$ cat src/rtl/tmc_pkg.sv
package tmc_pkg;

  // Increment source selection for the main counter
  typedef enum logic [1:0] {
    CNT_TIMER = 2'd0,
    CNT_RISE  = 2'd1,
    CNT_FALL  = 2'd2,
    CNT_BOTH  = 2'd3
  } cnt_src_e;

  // Action on an external match pin when its channel matches
  typedef enum logic [1:0] {
    PIN_KEEP = 2'd0,
    PIN_LOW  = 2'd1,
    PIN_HIGH = 2'd2,
    PIN_FLIP = 2'd3
  } pin_act_e;

  // Fixed word indices; the rest follow from the channel counts
  localparam int REG_PEND  = 0;
  localparam int REG_CTRL  = 1;
  localparam int REG_COUNT = 2;
  localparam int REG_PSCL  = 3;
  localparam int REG_PCNT  = 4;
  localparam int REG_MCTL  = 5;
  localparam int REG_MVAL0 = 6;

endpackage

$ cat src/rtl/tmc_edge_sync.sv
module tmc_edge_sync #(
  parameter int W = 4
) (
  input  logic         clk,
  input  logic         rst,
  input  logic [W-1:0] in_i,
  output logic [W-1:0] rise_o,
  output logic [W-1:0] fall_o
);

  logic [W-1:0] meta_q, sync_q, last_q;

  always_ff @(posedge clk) begin
    if (rst) begin
      meta_q <= '0;
      sync_q <= '0;
      last_q <= '0;
    end else begin
      meta_q <= in_i;
      sync_q <= meta_q;
      last_q <= sync_q;
    end
  end

  assign rise_o = sync_q & ~last_q;
  assign fall_o = ~sync_q & last_q;

  // Input rate limit: a rise is never followed directly by a fall
  AST_IN_RATE: assert property (@(posedge clk) disable iff (rst)
    (|rise_o) |=> ((fall_o & $past(rise_o)) == '0));

endmodule

$ cat src/rtl/tmc_tick_gen.sv
module tmc_tick_gen
  import tmc_pkg::*;
#(
  parameter int CNT_W = 32,
  parameter int N_CAP = 4,
  parameter int SEL_W = 2
) (
  input  logic             clk,
  input  logic             rst,
  input  logic             hold_i,
  input  logic             en_i,
  input  cnt_src_e         mode_i,
  input  logic [SEL_W-1:0] sel_i,
  input  logic [N_CAP-1:0] rise_i,
  input  logic [N_CAP-1:0] fall_i,
  input  logic [CNT_W-1:0] pr_i,
  input  logic             wr_pc_i,
  input  logic [CNT_W-1:0] wdata_i,
  output logic             tick_o,
  output logic [CNT_W-1:0] pc_o
);

  logic [CNT_W-1:0] pc_q;
  logic             src;
  logic             wrap;

  assign wrap = (pc_q == pr_i);

  always_comb begin
    unique case (mode_i)
      CNT_TIMER: src = wrap;
      CNT_RISE:  src = rise_i[sel_i];
      CNT_FALL:  src = fall_i[sel_i];
      default:   src = rise_i[sel_i] | fall_i[sel_i];
    endcase
  end

  assign tick_o = en_i & ~hold_i & src;

  always_ff @(posedge clk) begin
    if (rst || hold_i) begin
      pc_q <= '0;
    end else if (wr_pc_i) begin
      pc_q <= wdata_i;
    end else if (en_i && mode_i == CNT_TIMER) begin
      pc_q <= wrap ? '0 : pc_q + 1'b1;
    end
  end

  assign pc_o = pc_q;

  AST_PC_HOLD: assert property (@(posedge clk) disable iff (rst)
    hold_i |=> (pc_q == '0));

  AST_PC_FROZEN_EDGE_MODE: assert property (@(posedge clk) disable iff (rst)
    (mode_i != CNT_TIMER && !hold_i && !wr_pc_i) |=> $stable(pc_q));

endmodule

$ cat src/rtl/tmc_match_bank.sv
module tmc_match_bank
  import tmc_pkg::*;
#(
  parameter int CNT_W   = 32,
  parameter int N_MATCH = 4
) (
  input  logic [CNT_W-1:0]                tc_i,
  input  logic [N_MATCH-1:0][CNT_W-1:0]   mr_i,
  input  logic [3*N_MATCH-1:0]            mcr_i,
  input  logic [2*N_MATCH-1:0]            act_i,
  input  logic                            tick_i,
  input  logic [N_MATCH-1:0]              pin_base_i,
  output logic [N_MATCH-1:0]              evt_o,
  output logic [N_MATCH-1:0]              int_o,
  output logic                            rst_hit_o,
  output logic                            stop_hit_o,
  output logic [N_MATCH-1:0]              pin_o
);

  logic [N_MATCH-1:0] wrap_en, stop_en;

  for (genvar n = 0; n < N_MATCH; n++) begin : g_ch
    pin_act_e act;
    assign act        = pin_act_e'(act_i[2*n +: 2]);
    assign evt_o[n]   = tick_i & (tc_i == mr_i[n]);
    assign int_o[n]   = evt_o[n] & mcr_i[3*n];
    assign wrap_en[n] = mcr_i[3*n+1];
    assign stop_en[n] = mcr_i[3*n+2];

    always_comb begin
      pin_o[n] = pin_base_i[n];
      if (evt_o[n]) begin
        unique case (act)
          PIN_LOW:  pin_o[n] = 1'b0;
          PIN_HIGH: pin_o[n] = 1'b1;
          PIN_FLIP: pin_o[n] = ~pin_base_i[n];
          default:  pin_o[n] = pin_base_i[n];
        endcase
      end
    end
  end

  assign rst_hit_o  = |(evt_o & wrap_en);
  assign stop_hit_o = |(evt_o & stop_en);

endmodule

$ cat src/rtl/tmc_capture_bank.sv
module tmc_capture_bank #(
  parameter int CNT_W = 32,
  parameter int N_CAP = 4
) (
  input  logic                        clk,
  input  logic                        rst,
  input  logic [N_CAP-1:0]            rise_i,
  input  logic [N_CAP-1:0]            fall_i,
  input  logic [3*N_CAP-1:0]          ccr_i,
  input  logic [CNT_W-1:0]            tc_i,
  output logic [N_CAP-1:0][CNT_W-1:0] cr_o,
  output logic [N_CAP-1:0]            int_o
);

  logic [N_CAP-1:0][CNT_W-1:0] cr_q;
  logic [N_CAP-1:0]            load;

  for (genvar n = 0; n < N_CAP; n++) begin : g_ch
    assign load[n]  = (rise_i[n] & ccr_i[3*n]) | (fall_i[n] & ccr_i[3*n+1]);
    assign int_o[n] = load[n] & ccr_i[3*n+2];

    AST_CAP_LOAD: assert property (@(posedge clk) disable iff (rst)
      load[n] |=> (cr_q[n] == $past(tc_i)));

    AST_CAP_QUIET: assert property (@(posedge clk) disable iff (rst)
      !load[n] |=> $stable(cr_q[n]));
  end

  always_ff @(posedge clk) begin
    if (rst) begin
      cr_q <= '0;
    end else begin
      for (int n = 0; n < N_CAP; n++) begin
        if (load[n]) cr_q[n] <= tc_i;
      end
    end
  end

  assign cr_o = cr_q;

endmodule

$ cat src/rtl/mc_timer.sv
module mc_timer
  import tmc_pkg::*;
#(
  parameter int CNT_W   = 32,
  parameter int N_MATCH = 4,
  parameter int N_CAP   = 4,
  parameter int ADDR_W  = 7
) (
  input  logic               clk,
  input  logic               rst,
  input  logic               bus_en_i,
  input  logic               bus_we_i,
  input  logic [ADDR_W-1:0]  bus_addr_i,
  input  logic [CNT_W-1:0]   bus_wdata_i,
  output logic [CNT_W-1:0]   bus_rdata_o,
  input  logic [N_CAP-1:0]   cap_i,
  output logic [N_MATCH-1:0] mat_o,
  output logic               irq_o
);

  localparam int SEL_W   = (N_CAP > 1) ? $clog2(N_CAP) : 1;
  localparam int IR_W    = N_MATCH + N_CAP;
  localparam int WI_W    = ADDR_W - 2;
  localparam int R_CCTL  = REG_MVAL0 + N_MATCH;
  localparam int R_CAP0  = R_CCTL + 1;
  localparam int R_EXTM  = R_CAP0 + N_CAP;
  localparam int R_CMODE = R_EXTM + 1;

  // ---------------- bus decode ----------------
  logic [WI_W-1:0] widx;
  logic            wr;
  logic            addr_lo_unused;
  logic            wr_pend, wr_ctl, wr_tc, wr_pr, wr_pc, wr_mcr, wr_ccr, wr_emr, wr_cm;
  logic [N_MATCH-1:0] wr_mr;

  assign widx           = bus_addr_i[ADDR_W-1:2];
  assign addr_lo_unused = ^bus_addr_i[1:0];
  assign wr             = bus_en_i & bus_we_i;
  assign wr_pend = wr && (widx == WI_W'(REG_PEND));
  assign wr_ctl  = wr && (widx == WI_W'(REG_CTRL));
  assign wr_tc   = wr && (widx == WI_W'(REG_COUNT));
  assign wr_pr   = wr && (widx == WI_W'(REG_PSCL));
  assign wr_pc   = wr && (widx == WI_W'(REG_PCNT));
  assign wr_mcr  = wr && (widx == WI_W'(REG_MCTL));
  assign wr_ccr  = wr && (widx == WI_W'(R_CCTL));
  assign wr_emr  = wr && (widx == WI_W'(R_EXTM));
  assign wr_cm   = wr && (widx == WI_W'(R_CMODE));

  for (genvar n = 0; n < N_MATCH; n++) begin : g_mrdec
    assign wr_mr[n] = wr && (widx == WI_W'(REG_MVAL0 + n));
  end

  // ---------------- state ----------------
  logic [IR_W-1:0]                 ir_q, ir_d;
  logic                            en_q, crst_q;
  logic [CNT_W-1:0]                tc_q, pr_q;
  logic [3*N_MATCH-1:0]            mcr_q;
  logic [N_MATCH-1:0][CNT_W-1:0]   mr_q;
  logic [3*N_CAP-1:0]              ccr_q;
  logic [N_MATCH-1:0]              pins_q, pin_base, pin_next;
  logic [2*N_MATCH-1:0]            act_q;
  cnt_src_e                        cmode_q;
  logic [SEL_W-1:0]                csel_q;
  logic                            irq_q;
  logic [CNT_W-1:0]                rdata_q, rd_val;

  // ---------------- datapath blocks ----------------
  logic [N_CAP-1:0]              rise, fall, cap_int;
  logic [N_CAP-1:0][CNT_W-1:0]   cr;
  logic                          tick;
  logic [CNT_W-1:0]              pc;
  logic [N_MATCH-1:0]            mat_evt, mat_int;
  logic                          rst_hit, stop_hit;

  tmc_edge_sync #(.W(N_CAP)) u_sync (
    .clk    (clk),
    .rst    (rst),
    .in_i   (cap_i),
    .rise_o (rise),
    .fall_o (fall)
  );

  tmc_tick_gen #(.CNT_W(CNT_W), .N_CAP(N_CAP), .SEL_W(SEL_W)) u_tick (
    .clk     (clk),
    .rst     (rst),
    .hold_i  (crst_q),
    .en_i    (en_q),
    .mode_i  (cmode_q),
    .sel_i   (csel_q),
    .rise_i  (rise),
    .fall_i  (fall),
    .pr_i    (pr_q),
    .wr_pc_i (wr_pc),
    .wdata_i (bus_wdata_i),
    .tick_o  (tick),
    .pc_o    (pc)
  );

  assign pin_base = wr_emr ? bus_wdata_i[N_MATCH-1:0] : pins_q;

  tmc_match_bank #(.CNT_W(CNT_W), .N_MATCH(N_MATCH)) u_match (
    .tc_i       (tc_q),
    .mr_i       (mr_q),
    .mcr_i      (mcr_q),
    .act_i      (act_q),
    .tick_i     (tick),
    .pin_base_i (pin_base),
    .evt_o      (mat_evt),
    .int_o      (mat_int),
    .rst_hit_o  (rst_hit),
    .stop_hit_o (stop_hit),
    .pin_o      (pin_next)
  );

  tmc_capture_bank #(.CNT_W(CNT_W), .N_CAP(N_CAP)) u_cap (
    .clk    (clk),
    .rst    (rst),
    .rise_i (rise),
    .fall_i (fall),
    .ccr_i  (ccr_q),
    .tc_i   (tc_q),
    .cr_o   (cr),
    .int_o  (cap_int)
  );

  // ---------------- control and counter ----------------
  always_ff @(posedge clk) begin
    if (rst) begin
      en_q   <= 1'b0;
      crst_q <= 1'b0;
    end else if (wr_ctl) begin
      en_q   <= bus_wdata_i[0];
      crst_q <= bus_wdata_i[1];
    end else if (stop_hit) begin
      en_q   <= 1'b0;
    end
  end

  always_ff @(posedge clk) begin
    if (rst || crst_q) begin
      tc_q <= '0;
    end else if (wr_tc) begin
      tc_q <= bus_wdata_i;
    end else if (tick) begin
      if (rst_hit)       tc_q <= '0;
      else if (!stop_hit) tc_q <= tc_q + 1'b1;
    end
  end

  // ---------------- configuration registers ----------------
  always_ff @(posedge clk) begin
    if (rst) begin
      pr_q    <= '0;
      mcr_q   <= '0;
      mr_q    <= '0;
      ccr_q   <= '0;
      act_q   <= '0;
      cmode_q <= CNT_TIMER;
      csel_q  <= '0;
    end else begin
      if (wr_pr)  pr_q  <= bus_wdata_i;
      if (wr_mcr) mcr_q <= bus_wdata_i[3*N_MATCH-1:0];
      if (wr_ccr) ccr_q <= bus_wdata_i[3*N_CAP-1:0];
      if (wr_emr) act_q <= bus_wdata_i[3*N_MATCH-1:N_MATCH];
      if (wr_cm) begin
        cmode_q <= cnt_src_e'(bus_wdata_i[1:0]);
        csel_q  <= bus_wdata_i[2 +: SEL_W];
      end
      for (int n = 0; n < N_MATCH; n++) begin
        if (wr_mr[n]) mr_q[n] <= bus_wdata_i;
      end
    end
  end

  // ---------------- pins, pending, interrupt ----------------
  assign ir_d = (ir_q & ~(wr_pend ? bus_wdata_i[IR_W-1:0] : '0)) | {cap_int, mat_int};

  always_ff @(posedge clk) begin
    if (rst) begin
      pins_q <= '0;
      ir_q   <= '0;
      irq_q  <= 1'b0;
    end else begin
      pins_q <= pin_next;
      ir_q   <= ir_d;
      irq_q  <= |ir_d;
    end
  end

  // ---------------- read path ----------------
  always_comb begin
    rd_val = '0;
    if (widx == WI_W'(REG_PEND))  rd_val = CNT_W'(ir_q);
    if (widx == WI_W'(REG_CTRL))  rd_val = CNT_W'({crst_q, en_q});
    if (widx == WI_W'(REG_COUNT)) rd_val = tc_q;
    if (widx == WI_W'(REG_PSCL))  rd_val = pr_q;
    if (widx == WI_W'(REG_PCNT))  rd_val = pc;
    if (widx == WI_W'(REG_MCTL))  rd_val = CNT_W'(mcr_q);
    if (widx == WI_W'(R_CCTL))    rd_val = CNT_W'(ccr_q);
    if (widx == WI_W'(R_EXTM))    rd_val = CNT_W'({act_q, pins_q});
    if (widx == WI_W'(R_CMODE))   rd_val = CNT_W'({csel_q, cmode_q});
    for (int n = 0; n < N_MATCH; n++) begin
      if (widx == WI_W'(REG_MVAL0 + n)) rd_val = mr_q[n];
    end
    for (int n = 0; n < N_CAP; n++) begin
      if (widx == WI_W'(R_CAP0 + n)) rd_val = cr[n];
    end
  end

  always_ff @(posedge clk) begin
    if (rst)                       rdata_q <= '0;
    else if (bus_en_i && !bus_we_i) rdata_q <= rd_val;
  end

  assign bus_rdata_o = rdata_q;
  assign mat_o       = pins_q;
  assign irq_o       = irq_q;

  // ---------------- assertions ----------------
  AST_IDLE_COUNT_STABLE: assert property (@(posedge clk) disable iff (rst)
    (!crst_q && !wr_tc && !tick) |=> $stable(tc_q));

  AST_RST_HOLDS_COUNT: assert property (@(posedge clk) disable iff (rst)
    crst_q |=> (tc_q == '0));

  AST_WRAP_ON_MATCH: assert property (@(posedge clk) disable iff (rst)
    (tick && rst_hit && !crst_q && !wr_tc) |=> (tc_q == '0));

  AST_STOP_DISABLES: assert property (@(posedge clk) disable iff (rst)
    (stop_hit && !wr_ctl) |=> !en_q);

  AST_PEND_STICKY: assert property (@(posedge clk) disable iff (rst)
    !wr_pend |=> (($past(ir_q) & ~ir_q) == '0));

  AST_IRQ_HAS_SOURCE: assert property (@(posedge clk) disable iff (rst)
    $rose(irq_o) |-> $past(|{cap_int, mat_int}));

  AST_PIN_STABLE: assert property (@(posedge clk) disable iff (rst)
    (!(|mat_evt) && !wr_emr) |=> $stable(pins_q));

endmodule

$ cat config.mk
export PLATFORM = sky130hd
export DESIGN_NAME = mc_timer
export DESIGN_NICKNAME = d
export VERILOG_FILES = /design/src/rtl/tmc_pkg.sv /design/src/rtl/tmc_edge_sync.sv /design/src/rtl/tmc_tick_gen.sv /design/src/rtl/tmc_match_bank.sv /design/src/rtl/tmc_capture_bank.sv /design/src/rtl/mc_timer.sv
export SDC_FILE = /design/constraint.sdc
export NUM_CORES = 1
export LEC_CHECK = 0
export BUFFER_PORTS_ARGS = -buffer_cell sky130_fd_sc_hd__buf_4
export CORE_MARGIN = 1.5
export CORE_UTILIZATION = 40
export DETAILED_ROUTE_END_ITERATION = 8
export GPL_ROUTABILITY_DRIVEN = 0
export HOLD_SLACK_MARGIN = 0.06
export PLACE_DENSITY = 0.63
export SLEW_MARGIN = 20
export SYNTH_ARGS = -nofsm -noshare
export SYNTH_HDL_FRONTEND = slang
export SYNTH_SLANG_ARGS = --single-unit
export TNS_END_PERCENT = 1
$ cat constraint.sdc
create_clock -name clk -period 6.02 [get_ports clk]
set_clock_uncertainty 0.2 [all_clocks]
set_input_delay 1.204 -clock clk [delete_from_list [all_inputs] [get_ports clk]]
set_output_delay 1.204 -clock clk [all_outputs]
set_load 0.02 [all_outputs]
==> impl_metrics.yaml <==
place:
  dpl-instance-area_um2: 23100
  portBuffers: 81
  dpl.hpwl_um: 59900
  placed_cells: 3576
sta:
  finalSetupTns_ns: 0
  max_freq_mhz: 231
  rsz0062_at_grt: "false"
  finalMaxSlewViolations: 0
  final_hold_viol_count: 0
  period_share_pct: 72.0
  relSlewSlack_pct: 22.4
  tightest_slew_ns: 1.16
  setup_viol: 0
  min_period_ns: 4.34
detailed_routing:
  antenna_left: 0
  via_count: 22500
  dr.pass1.iters: 6
  drt-total-wl_um: 86600
  drtIter0Drc: 3164
  drc: 0
  via_per_inst: 6.14
  routedWlPerCell_um: 23.6
synth:
  yosysSeqAreaShare_pct: 40.3
  netlist_area_um2: 22200
  synth_area_leaders: "dfxtp_1, nand2_1, a21oi_1, xor2_1, clkbuf_1"
  synthTopCellsByCount: "nand2_1, dfxtp_1, a21oi_1"
  synth_edf_count: 0
  synth-seq-cells: 447
  postSynthAreaPerCell_um2: 7.50
  ys.flop_type: "dfxtp_1"
  ys_async_sr_fraction_pct: 0
  postSynthCellCount: 2965
  synth_area_leader_cell: "dfxtp_1"
  yosys.area.top_type_share_pct: 40.3
  synth_cell_types: 75
  syn-num-nets: 3014
  ys_warn_count: 0
  synth_most_common_cell: "nand2_1"
clocking:
  clock_sinks: 447
  root_buffer: "clkbuf_16"
  cts_buffers: 49
  cts_max_level: 2
  clkSlewWorstSetupHoldPaths_ns: 0.06
  clockBufferDepth: 3
  cts_hold_buf: 0
  clk_latency_ns: 0.61
  post_cts_buffers: 0
  cts_tree: "built"
  cts_resized: 0
pwr:
  ir_drop_mv: 0.188
  p_leak_nw: 8.99
  power_density_nw_per_um2: 267
worst_setup_path:
  critPathRequiredTime_ns: 6.33
  end_kind: "flip-flop"
  cpPeakStageDelay_ns: 0.82
  setup.worst_path.class: "reg2reg"
  critPathArrivalTime_ns: 4.65
  cpMaxStageDelayCell: "or4_1"
  startpoint_type: "flip-flop"
  worst-path-buf-inv: 0
  cp_cell_sequence: "xor2_1, nor4_1, nand4_1, nor3_1, a2111o_1, or4_1, or3_1, o311ai_1"
  path_delay_family: "simple AND/OR/NAND/NOR gates"
  worstPathMaxFanout: 16
finish:
  drive_above_1_share_pct: 8.82
  fin_area_um2: 24800
  fill_cells: 5459
  areaGrowthSynthToFinish_pct: 11.4
  layout.nets: 2928
  multi_input_area_um2: 12200
  layout.area.seq_um2: 8950
  fin_cells: 3664
global_routing:
  grt_pass1_vias: 20600
  track_usage_pct: 29.7
  grt_max_degree: 103
  grt_pass1_wl_um: 129000
  antenna_found_initial: 0
  grt_overflow_total: 0
worst_hold_path:
  min_path_type: "reg2reg"
floorplanning:
  die_h_um: 239
  core-area_um2: 55000
  io_pins: 84
  initial_core_util_pct: 40.4
  die_w_um: 239
  fp-row-count: 86
  die-area_um2: 57000
flow_run:
  max_cap_violations: 0
run_status:
  run_status: "finished, final reports clean"
flip-flops by register name, summed over array words and instances, names as in the netlist:
name	flops
act_q	8
bus_rdata_o	32
ccr_q	12
cmode_q	2
crst_q	1
csel_q	2
en_q	1
ir_q	8
irq_o	1
mat_o	4
mcr_q	12
mr_q	128
pr_q	32
tc_q	32
u_cap.cr_o	128
u_sync.last_q	4
u_sync.meta_q	4
u_sync.sync_q	4
u_tick.pc_o	32
path summary, 6_finish.rpt:
check | slack (ns) | end | startpoint | depth (start not counted)
max | 1.68 | tc_q[14] | tc_q[23] | 8
max reg2reg | 1.68 | tc_q[14] | tc_q[23] | 8
min reg2reg | 0.24 | u_sync.sync_q[1] | u_sync.meta_q[1] | 1
min | 0.24 | u_sync.sync_q[1] | u_sync.meta_q[1] | 1
worst register-to-register path, delay by kind of cell (launching register included):
kind | cells | cell delay [ns]
AND/OR/NAND/NOR | 5 | 1.88
AO/OA/AOI/OAI | 2 | 0.92
flip-flops | 1 | 0.73
XOR/XNOR | 1 | 0.52
stage by stage:
step | utilization (%) | setup WS (ns) | hold WS [ns] | total power [mW]
after detailed placement | 42.1 | 1.35 | 0.224 | 3.60
after global placement | 42.1 | 1.41 | 0.217 | 3.60
final | 45.0 | 1.68 | 0.239 | 6.61
after floorplan | - | 2.47 | 0.214 | 3.38
after global routing | 45.0 | 1.55 | 0.256 | 6.78
after CTS | 45.0 | 1.90 | 0.237 | 6.62
kinds of logic (layout without fill, tap and decap cells):
logic type | Yosys count | count (layout) | synth area share (%)
AND/OR/NAND/NOR | 1230 | 1230 | 24.1
AO/OA/AOI/OAI | 788 | 788 | 21.7
flip-flops | 447 | 447 | 40.3
buffers and inverters | 292 | 242 | 5.43
XOR/XNOR | 188 | 188 | 7.41
multiplexers | 18 | 18 | 0.996
adder cells (fa/ha/maj) | 2 | 2 | 0.113
other | 0 | 1 | 0
report_power, final:
| part | switching [mW] | leakage [nW] | total, mW | internal (mW) |
|---|---|---|---|---|
| registers | 0.0607 | 3.61 | 3.05 | 2.99 |
| clock network | 1.28 | 0.789 | 3.05 | 1.78 |
| logic | 0.371 | 4.60 | 0.513 | 0.142 |
| total | 1.71 | 8.99 | 6.61 | 4.90 |
cells in the final DEF (no fill, tap or decap), drive strengths merged, types with 10 or more instances in the layout:
cell type    n
nor2       148
a221oi      28
a211oi      19
inv         18
buf        138
a22oi       77
nand3       92
o21ai       75
and2        13
nor4        56
o221ai      11
a21oi      410
nand2      749
mux2i       12
o211ai      10
o22ai       18
or3         11
a222oi      12
xnor2       19
clkbuf      79
nor2b       29
dfxtp      447
and3        18
nand4       39
nor3        40
xor2       169
a31oi       48
a2bb2oi     11
layout make-up:
type / instances / area share, %
Antenna cell: 1 / 0.0101
Clock buffer: 79 / 6.02
Clock inverter: 8 / 0.470
Inverter: 17 / 0.258
Multi-Input combinational cell: 2226 / 49.1
Sequential cell: 447 / 36.1
Tap cell: 748 / 3.78
Timing Repair Buffer: 138 / 4.21
layer usage:
metal  global-route usage, %  vias up  routed length [µm]
li1                        -    10100                   -
met1                    39.2    10700               34500
met2                    46.3     1337               38700
met3                    4.65      293                8210
met4                    16.3        0                5150
met5                       0        -                   0
No activity file was read; power rests on OpenSTA's default activity.
